===== config.mk =====
export PLATFORM = sky130hd
export DESIGN_NAME = posted_write_tracker
export DESIGN_NICKNAME = d
export VERILOG_FILES = /design/src/rtl/pwt_pkg.sv /design/src/rtl/pwt_intake.sv /design/src/rtl/pwt_arbiter.sv /design/src/rtl/pwt_launch.sv /design/src/rtl/posted_write_tracker.sv
export SDC_FILE = /design/constraint.sdc
export NUM_CORES = 1
export LEC_CHECK = 0
export BUFFER_PORTS_ARGS = -buffer_cell sky130_fd_sc_hd__buf_2
export CAP_MARGIN = 25
export CORE_AREA = 2 2 94 96
export DETAILED_ROUTE_END_ITERATION = 12
export DIE_AREA = 0 0 96 98
export PLACE_DENSITY = 0.78
export SLEW_MARGIN = 5
export SYNTH_ARGS = -nofsm -noshare
export SYNTH_HDL_FRONTEND = slang
export SYNTH_SLANG_ARGS = --single-unit

===== constraint.sdc =====
create_clock -name clk -period 2.4 [get_ports clk]
set_clock_uncertainty 0.1 [all_clocks]
set_input_delay 0.48 -clock clk [delete_from_list [all_inputs] [get_ports clk]]
set_output_delay 0.48 -clock clk [all_outputs]
set_load 0.02 [all_outputs]

===== src/rtl/pwt_pkg.sv =====
package pwt_pkg;
  localparam int NUM_TGT  = 5;
  localparam int SEL_W    = 3;
  localparam int STAT_W   = 16;
  localparam int STAT_LSB = 8;

  // Target codes; the numeric order is also the service priority.
  typedef enum logic [SEL_W-1:0] {
    TGT_SCLR = 3'd0,
    TGT_CNT0 = 3'd1,
    TGT_CNT1 = 3'd2,
    TGT_ALM0 = 3'd3,
    TGT_ALM1 = 3'd4
  } tgt_e;
endpackage


===== src/rtl/pwt_intake.sv =====
// Per-target posting buffers and pending state.
module pwt_intake
  import pwt_pkg::*;
#(
  parameter int DW = 16
) (
  input  logic                         clk,
  input  logic                         rst,
  input  logic                         wr_en,
  input  logic [SEL_W-1:0]             wr_sel,
  input  logic [DW-1:0]                wr_data,
  input  logic                         launch_go,
  input  logic [SEL_W-1:0]             launch_sel,
  input  logic                         done_go,
  input  logic [SEL_W-1:0]             done_sel,
  output logic [NUM_TGT-1:0]           pend,
  output logic [NUM_TGT-1:0]           ready,
  output logic [NUM_TGT-1:0][DW-1:0]   word,
  output logic                         refused
);

  // Status-clear slot: accumulating mask plus an in-flight marker.
  logic [DW-1:0] clr_buf;
  logic          clr_fly;
  logic [DW-1:0] clr_in;
  logic          clr_launch;
  logic          clr_done;

  assign clr_in     = (wr_en && wr_sel == SEL_W'(TGT_SCLR)) ? wr_data : '0;
  assign clr_launch = launch_go && launch_sel == SEL_W'(TGT_SCLR);
  assign clr_done   = done_go && done_sel == SEL_W'(TGT_SCLR);

  always_ff @(posedge clk) begin
    if (rst) begin
      clr_buf <= '0;
      clr_fly <= 1'b0;
    end else begin
      // The launched mask leaves the buffer; later clears start a new one.
      clr_buf <= clr_launch ? '0 : (clr_buf | clr_in);
      if (clr_launch)
        clr_fly <= 1'b1;
      else if (clr_done)
        clr_fly <= 1'b0;
    end
  end

  assign pend[0]  = clr_fly | (|clr_buf);
  assign ready[0] = |clr_buf;
  assign word[0]  = clr_buf | clr_in;

  // Data slots: one posting each, refused while outstanding.
  for (genvar g = 1; g < NUM_TGT; g++) begin : g_data
    logic          hit;
    logic          pend_q;
    logic [DW-1:0] buf_q;

    assign hit = wr_en && wr_sel == SEL_W'(g);

    always_ff @(posedge clk) begin
      if (rst) begin
        pend_q <= 1'b0;
        buf_q  <= '0;
      end else if (hit && !pend_q) begin
        pend_q <= 1'b1;
        buf_q  <= wr_data;
      end else if (done_go && done_sel == SEL_W'(g)) begin
        pend_q <= 1'b0;
      end
    end

    assign pend[g]  = pend_q;
    assign ready[g] = pend_q;
    assign word[g]  = buf_q;
  end

  logic refuse_now;
  always_comb begin
    refuse_now = 1'b0;
    for (int i = 1; i < NUM_TGT; i++)
      if (wr_en && wr_sel == SEL_W'(i) && pend[i])
        refuse_now = 1'b1;
  end

  always_ff @(posedge clk) begin
    if (rst) refused <= 1'b0;
    else     refused <= refuse_now;
  end

endmodule


===== src/rtl/pwt_arbiter.sv =====
// Fixed-priority pick: lowest target code wins.
module pwt_arbiter
  import pwt_pkg::*;
(
  input  logic [NUM_TGT-1:0] ready,
  output logic               any,
  output logic [SEL_W-1:0]   pick
);

  always_comb begin
    any  = |ready;
    pick = '0;
    for (int i = NUM_TGT - 1; i >= 0; i--)
      if (ready[i]) pick = SEL_W'(i);
  end

endmodule


===== src/rtl/pwt_launch.sv =====
// Request/acknowledge launcher toward the slow domain.
module pwt_launch
  import pwt_pkg::*;
#(
  parameter int DW = 16
) (
  input  logic                        clk,
  input  logic                        rst,
  input  logic                        any,
  input  logic [SEL_W-1:0]            pick,
  input  logic [NUM_TGT-1:0][DW-1:0]  word,
  input  logic                        ack,
  output logic                        req,
  output logic [SEL_W-1:0]            sel,
  output logic [DW-1:0]               data,
  output logic                        launch_go,
  output logic                        done_go
);

  logic [DW-1:0] pick_word;

  always_comb begin
    pick_word = '0;
    for (int i = 0; i < NUM_TGT; i++)
      if (pick == SEL_W'(i)) pick_word = word[i];
  end

  assign launch_go = !req && any;
  assign done_go   = req && ack;

  always_ff @(posedge clk) begin
    if (rst) begin
      req  <= 1'b0;
      sel  <= '0;
      data <= '0;
    end else if (launch_go) begin
      req  <= 1'b1;
      sel  <= pick;
      data <= pick_word;
    end else if (done_go) begin
      req  <= 1'b0;
    end
  end

endmodule


===== src/rtl/posted_write_tracker.sv =====
module posted_write_tracker
  import pwt_pkg::*;
#(
  parameter int DW = 16
) (
  input  logic              clk,
  input  logic              rst,
  input  logic              wr_en,
  input  logic [2:0]        wr_sel,
  input  logic [DW-1:0]     wr_data,
  output logic              wr_refused,
  output logic [15:0]       pend_status,
  output logic              xfer_req,
  output logic [2:0]        xfer_sel,
  output logic [DW-1:0]     xfer_data,
  input  logic              xfer_ack
);

  logic [NUM_TGT-1:0]         pend;
  logic [NUM_TGT-1:0]         ready;
  logic [NUM_TGT-1:0][DW-1:0] word;
  logic                       any;
  logic [SEL_W-1:0]           pick;
  logic                       launch_go;
  logic                       done_go;

  pwt_intake #(.DW(DW)) u_intake (
    .clk        (clk),
    .rst        (rst),
    .wr_en      (wr_en),
    .wr_sel     (wr_sel),
    .wr_data    (wr_data),
    .launch_go  (launch_go),
    .launch_sel (pick),
    .done_go    (done_go),
    .done_sel   (xfer_sel),
    .pend       (pend),
    .ready      (ready),
    .word       (word),
    .refused    (wr_refused)
  );

  pwt_arbiter u_arb (
    .ready (ready),
    .any   (any),
    .pick  (pick)
  );

  pwt_launch #(.DW(DW)) u_launch (
    .clk       (clk),
    .rst       (rst),
    .any       (any),
    .pick      (pick),
    .word      (word),
    .ack       (xfer_ack),
    .req       (xfer_req),
    .sel       (xfer_sel),
    .data      (xfer_data),
    .launch_go (launch_go),
    .done_go   (done_go)
  );

  always_comb begin
    pend_status = '0;
    pend_status[STAT_LSB +: NUM_TGT] = pend;
  end

endmodule


Word-level counts from Yosys, hierarchy flattened. Cells that the tools add are included.

Equal/unequal tests: 12. Reductions and logical operators: 38. Mux-type cells: 27. Bitwise gates (word level): 2.

Operators with widths (number): $mux 16 (6); $logic_and 1x1->1 (21); $reduce_or 20->1 (1); $eq 3x2->1 const B (6); $mux 1 (16); $or 16x16->16 (1); $reduce_or 16->1 (1); $mux 3 (5); $reduce_bool 2->1 (6); $eq 3x1->1 const B (3); $eq 3x3->1 const B (3); $logic_not 3->1 (3); $logic_not 1->1 (5); $reduce_or 2->1 (1); $or 1x1->1 (1).

Word-level logic and storage cells: 93. Bits in registers: 106. Input bits: 23.

Logic depth before layout (Yosys ltp). Gate-level depths: netlist of run 1.

Depth after elaboration: 11. Depth in mapped cells: 8.

By module. From an unflattened synthesis of run 1, not the netlist that was laid out.

Cell total of the unflattened synthesis: 533. Area, all modules: 5197.5 um2.

Modules (own cells, without submodules): pwt_intake (instances 1, area each 3519.6 um2, cells an instance 328); pwt_launch (instances 1, area each 1542.7 um2, cells an instance 185); posted_write_tracker (instances 1, area each 86.3 um2, cells an instance 12); pwt_arbiter (instances 1, area each 48.8 um2, cells an instance 8).

Worst setup path after synthesis of run 1. No wires, ideal clock.

Path type: register -> output. Start point: register u_intake.clr_buf[3]. End point: output pend_status[8]. Arrival: 1.408 ns. Path slack: 0.412 ns. Stages on the path, launching flop included: 6. Data required time: 1.820 ns. Cells stage by stage: dfxtp_1 > nor4_4 > and4_1 > buf_4 > buf_2 > nand2b_1.

Longest elaborated chain between the ends: 2.

RTL lines: start: declaration (RTL line pwt_intake.sv:23) `logic [DW-1:0] clr_buf;`; start signal: assignment (RTL line pwt_intake.sv:39) `clr_buf <= clr_launch ? '0 : (clr_buf | clr_in);`; $reduce_or 16->1 (RTL line pwt_intake.sv:47) `assign pend[0] = clr_fly | (|clr_buf);`; $or 1x1->1 (RTL line pwt_intake.sv:47); end: declaration (RTL line posted_write_tracker.sv:12) `output logic [15:0] pend_status,`.

No other way between the ends.

Worst setup path after layout of run 1.
Start point: register u_intake.clr_buf[6]. End point: output pend_status[8].

Same word-level chain as after synthesis.

==> run metrics, run 1 <==
crit-path max FO=10; routed vias/inst=5.987; Tmin final=2.290 ns; Residual DRC=0; Synth Instances=525; CTS Buf Count=9; final estimated routing congestion in global placement=0.8204; crit path DAT=1.71 ns; Final Core Density=61.22%; Ports=60; DRT iter0 DRCs=294; pwr dens=729.8 nW/µm²; post-synthesis sequential area ratio=45.09%; Final Routed Wirelength=11,780 µm; GRT Overall Usage=25.77%; fin. max-slew vios=0; post-synth top area share=45.09%; post-synthesis cell type count=45; Rows=34; die width=96 µm; maximum VDD drop=0.0003301 V; remaining antenna violation count after routing=0; clock root buffer=clkbuf_8; number of enable flip-flop cells after synthesis=0; Fin. Hold Viols=0; Area after DPL=5001 µm²; post-route cell area=5182 µm²; status=finished clean; Post-synth top flop=dfxtp_1; Fillers=730; asr flop ratio synth=0%; hold crit path type=primary input to flip-flop; Slew @ Worst Pin=0.5511 ns; max-cap viol count=0; CTS tree=done; initial core utilization=55.59%; Final Setup Violations=0; Fin Hold WS=0.2376 ns; yosys warns=0; CP required=1.82 ns; Max Clock Freq=436.8 MHz; clock sink total=106; largest net degree at the start of global routing=38; syn avg cell area=8.963 µm²; clk_lat worst skew=0.36 ns; diodes inserted=0; CTS max path bufs=2; Area contributors post-synth=dfxtp_1 45%, mux2i_1 10%, nor2_1 7.8%; total number of vias=4,047; GRT overflow=0; Place WS=0.1976 ns; #FFs+latches synth=106; Die ar.=9408 µm²; total negative slack=0 ns; Cell Area, Synth=4706 µm²; leak pwr=2.169 nW; CP Capture Type=output port; RSZ-0062 raised after global routing=no; first-pass GRT wire length=18,820 µm; Rel. slew slack=63.26%; Die Y=98 µm; Routed WL per cell=17.42 µm; Core ar.=8466 µm²; NumNets Final=587; share of layout cells above drive strength 1=19.72%; vias in the first global route=3,755; H-tree levels=3; HPWL Detailed=7960 µm; CP startpoint kind=flip-flop; Area Growth Syn to Fin=10.13%; final period utilization=95.40%; first-pass iteration count of the detailed router=6; most common cell in the netlist=dfxtp_1; Final Worst Setup Slack=0.1104 ns; Clock transition at path regs=0.09 ns; port buffer count=48; Setup CP Type=flip-flop to output port; Synth area leader=dfxtp_1; Commonest cells post-synth=106 x dfxtp_1, 98 x nor2_1, 60 x a21oi_1, 48 x mux2i_1, 47 x nand2_1; initial antenna violation count=0
-- report_power, final --
group	switching (mW)	total (mW)	leakage, nW	internal (mW)
Sequential	0.0638	1.93	0.861	1.87
Clock	0.584	0.985	0.0814	0.401
Combinational	0.570	0.867	1.23	0.297
-- flip-flops by register name, indices dropped and copies added (netlist names) --
register,flops
u_intake.clr_fly,1
u_launch.sel,3
u_launch.data,16
u_intake.clr_buf,16
u_intake.g_data.pend_q,4
u_launch.req,1
u_intake.g_data.buf_q,64
u_intake.refused,1
-- logic make-up (layout without fill, tap and decap cells) --
kind of cell	Yosys count	count (layout)	share of synthesized area (%)
other	1	11	0.07969
flip-flops	106	106	45.09
buffers and inverters	58	91	7.099
AO/OA/AOI/OAI	133	133	18.53
AND/OR/NAND/NOR	178	178	18.74
multiplexers	49	49	10.45
-- layout make-up --
cell class | instances | area (µm²) | share of cell area [%]
clock buffers | 11 | 141.4 | 2.728
clock inverters | 4 | 28.78 | 0.5553
inverters | 1 | 3.754 | 0.07243
multi-input cells | 371 | 2298 | 44.35
flip-flops and latches | 106 | 2125 | 40.99
well taps | 108 | 135.1 | 2.607
repair buffers | 75 | 450.4 | 8.691
-- repair_timing --
action                                  CTS  global route
gates resized for setup                   0             2
endpoints found under the setup margin    0             1
setup buffers                             0             0
hold buffers                              0             0
-- per-layer routing --
metal / up-vias / track usage, % / share of wire (%)
li1: 1905 / - / -
met1: 1944 / 35.80 / 44
met2: 171 / 39.69 / 47
met3: 27 / 5.633 / 7.4
met4: 0 / 8.462 / 1.9
met5: - / 0 / 0
-- stage by stage --
step	total power [mW]	std cells
finish	3.782	676
global route	3.960	676
CTS	3.770	676
detailed placement	2.816	661
global placement	2.792	661
floorplan	2.564	535
-- final timing paths --
path | slack, ns | end | startpoint | depth (start not counted)
worst max-delay path | 0.11 | pend_status[8] | u_intake.clr_buf[6]$_SDFF_PP0_ | 4
worst min-delay path | 0.24 | u_launch.req$_SDFFE_PP0P_ | xfer_ack | 2
worst max register to register | 0.17 | u_launch.data[7]$_SDFFE_PP0P_ | u_intake.clr_buf[6]$_SDFF_PP0_ | 6
worst min register to register | 0.38 | u_launch.data[15]$_SDFFE_PP0P_ | u_intake.g_data[3].buf_q[15]$_SDFFE_PP0P_ | 2
-- critical path, stage by stage, from the launching register on --
cell,delay (ns)
dfxtp_1,0.36
nor4_4,0.37
and4_4,0.36
nand2b_1,0.09
buf_2,0.17
-- cell usage in the layout, fill, tap and decap left out, drive strengths merged, types with 2 or more instances in the layout --
cell and n:
a211o 2, a211oi 6, a21oi 62, a221o 2
a221oi 15, a22o 3, a22oi 4, a311oi 8
buf 75, clkbuf 11, clkinv 2, clkinvlp 2
conb 11, dfxtp 106, mux2i 48, nand2 47
nand2b 4, nand3 2, nand3b 3, nor2 98
nor2b 3, nor3 3, nor3b 3, nor4 7
o21ai 24, o32ai 3
Note: power is estimated with default switching activity, not from simulation.
==> run 2: changes to the inputs <==
--- a/config.mk
+++ b/config.mk
@@ -7,10 +7,10 @@
 export LEC_CHECK = 0
 export BUFFER_PORTS_ARGS = -buffer_cell sky130_fd_sc_hd__buf_2
 export CAP_MARGIN = 25
-export CORE_AREA = 2 2 94 96
+export CORE_AREA = 2 2 92 94
 export DETAILED_ROUTE_END_ITERATION = 12
-export DIE_AREA = 0 0 96 98
-export PLACE_DENSITY = 0.78
+export DIE_AREA = 0 0 94 96
+export PLACE_DENSITY = 0.81
 export SLEW_MARGIN = 5
 export SYNTH_ARGS = -nofsm -noshare
 export SYNTH_HDL_FRONTEND = slang
==> constraint.sdc (replaced) <==
create_clock -name clk -period 2.8 [get_ports clk]
set_clock_uncertainty 0.1 [all_clocks]
set_input_delay 0.56 -clock clk [delete_from_list [all_inputs] [get_ports clk]]
set_output_delay 0.56 -clock clk [all_outputs]
set_load 0.02 [all_outputs]
==> run 2 against run 1 <==
  * Non-clock buffer count is 1 lower
  * Global-route usage is 0.61 points higher
  * Sequential share of layout area barely moved
  * Core utilization up 3.1 points
  * Combinational power is 17% lower
  * Count of clock-buffer cells in the layout is 2 lower
  * First-iteration DRC count shrank 7.5%
  * Largest cell class unchanged
==> run metrics, run 2 (synthesis results as in run 1) <==
port buffer count=48 (unchanged); largest net degree at the start of global routing=49 (+29%); crit path cell chain=nor4_4, and4_1, buf_4, nand2b_1, buf_2; CTS tree=done; Rel. slew slack=59.07% (-4.2 points); leak pwr=2.167 nW (about the same); Post-CTS Hold Buffers=0 (unchanged); Final Worst Setup Slack=0.2804 ns (+0.1699 ns); final estimated routing congestion in global placement=0.8810 (+7.4%); Final Non-Filler Cells=672 (-0.59%); fin. max-slew vios=0 (unchanged); Resized Gates After CTS=0 (unchanged); Final Total Pwr=3.328 mW (-12%); biggest regs=u_intake.g_data.buf_q x64, u_intake.clr_buf x16, u_launch.data x16; CP Capture Type=output port; Max stage delay on crit path=0.37 ns (about the same); Tmin final=2.520 ns; post-route cell area=5181 µm² (about the same); Post-Place Cells=657 (-0.61%); hold crit path type=primary input to flip-flop; HPWL Detailed=8029 µm (+0.87%); Clock transition at path regs=0.10 ns (about the same); Setup CP Type=flip-flop to output port; NumNets Final=586 (-0.17%); total negative slack=0 ns (unchanged); status=finished clean; Fillers=672 (-7.9%); CP required=2.14 ns (+0.32 ns); Slew @ Worst Pin=0.6132 ns (+0.06202 ns); pwr dens=642.4 nW/µm² (-12%); Area Growth Syn to Fin=10.10% (about the same); CTS Buf Count=9 (unchanged); total number of vias=4,001 (-1.1%); Final Routed Wirelength=11,700 µm (-0.69%); first-pass GRT wire length=18,400 µm (-2.2%); Rows=33 (-2.9%); commonest non-fill, non-tap cell in the layout=dfxtp_1; Final Core Density=64.35% (+3.1 points); final period utilization=89.99%; clock sink total=106 (unchanged); Fin. Hold Viols=0 (unchanged); CP startpoint kind=flip-flop; Die ar.=9024 µm² (-4.1%); GRT overflow=0 (unchanged); Max Clock Freq=396.9 MHz; Post-CTS Setup Bufs=0 (unchanged); maximum VDD drop=0.0002948 V (-11%); Fin Hold WS=0.2802 ns (+0.04262 ns); DRT iter0 DRCs=272 (-7.5%); crit-path max FO=6 (-4); Area after DPL=4990 µm² (-0.23%); crit path DAT=1.86 ns (+0.15 ns); share of layout cells above drive strength 1=19.40% (-0.32 points); flip-flop count of the largest register after layout=64 (unchanged); initial antenna violation count=0 (unchanged); Residual DRC=0 (unchanged); CTS max path bufs=2 (unchanged); clock root buffer=clkbuf_8; Die Y=96 µm (-2.0%); first-pass iteration count of the detailed router=5 (-1); Final Setup Violations=0 (unchanged); remaining antenna violation count after routing=0 (unchanged); most frequent cells in the layout=105 x dfxtp_1, 98 x nor2_1, 59 x a21oi_1; GRT Overall Usage=26.39% (+0.61 points); Ports=60 (unchanged); Core ar.=8051 µm² (-4.9%); CP max-delay cell=nor4_4; die width=94 µm (-2.1%); Routed WL per cell=17.41 µm (about the same); max-cap viol count=0 (unchanged); clk_lat worst skew=0.37 ns (about the same); Reg with most FFs=u_intake.g_data.buf_q; Place WS=0.6561 ns (+0.4585 ns); initial core utilization=58.45% (+2.9 points); vias in the first global route=3,674 (-2.2%); diodes inserted=0 (unchanged); RSZ-0062 raised after global routing=no; H-tree levels=3 (unchanged); routed vias/inst=5.954 (-0.55%)
==> run 2: layout make-up <==
type | instances | area (µm²) | share of cell area [%]
Timing Repair Buffer | 74 | 435.4 | 8.404
Multi-Input combinational cell | 371 | 2296 | 44.31
Sequential cell | 106 | 2123 | 40.98
Clock buffer | 9 | 123.9 | 2.391
Clock inverter | 6 | 67.56 | 1.304
Tap cell | 105 | 131.4 | 2.536
Inverter | 1 | 3.754 | 0.07245
==> run 2: metal layers <==
layer / up-vias / track usage, % / share of wire (%)
met5: - / 0 / 0
met3: 25 / 3.759 / 7.3
met1: 1898 / 35.87 / 44
met4: 0 / 12.32 / 2.3
met2: 188 / 41.67 / 47
li1: 1890 / - / -
==> run 2: power by group <==
part           switching [mW]  leakage [nW]  internal [mW]
registers              0.0764         0.861           1.60
clock network           0.523        0.0917          0.412
logic                   0.468          1.21          0.250
total                    1.07          2.17           2.26
==> run 2: worst max-delay path: cells and delay by family (launching register included) <==
family	cells	cell delay, ns
flip-flops	1	0.35
buffers and inverters	2	0.36
AND/OR/NAND/NOR	3	0.80
==> run 2: path summary, 6_finish.rpt <==
path,from,end,slack [ns],depth (start not counted)
worst max register to register,u_intake.clr_buf[3]$_SDFF_PP0_,u_launch.data[10]$_SDFFE_PP0P_,0.61,6
worst max-delay path,u_intake.clr_buf[3]$_SDFF_PP0_,pend_status[8],0.28,5
worst min-delay path,rst,u_intake.clr_fly$_SDFFE_PP0P_,0.28,2
worst min register to register,u_intake.g_data[3].buf_q[15]$_SDFFE_PP0P_,u_launch.data[15]$_SDFFE_PP0P_,0.37,2
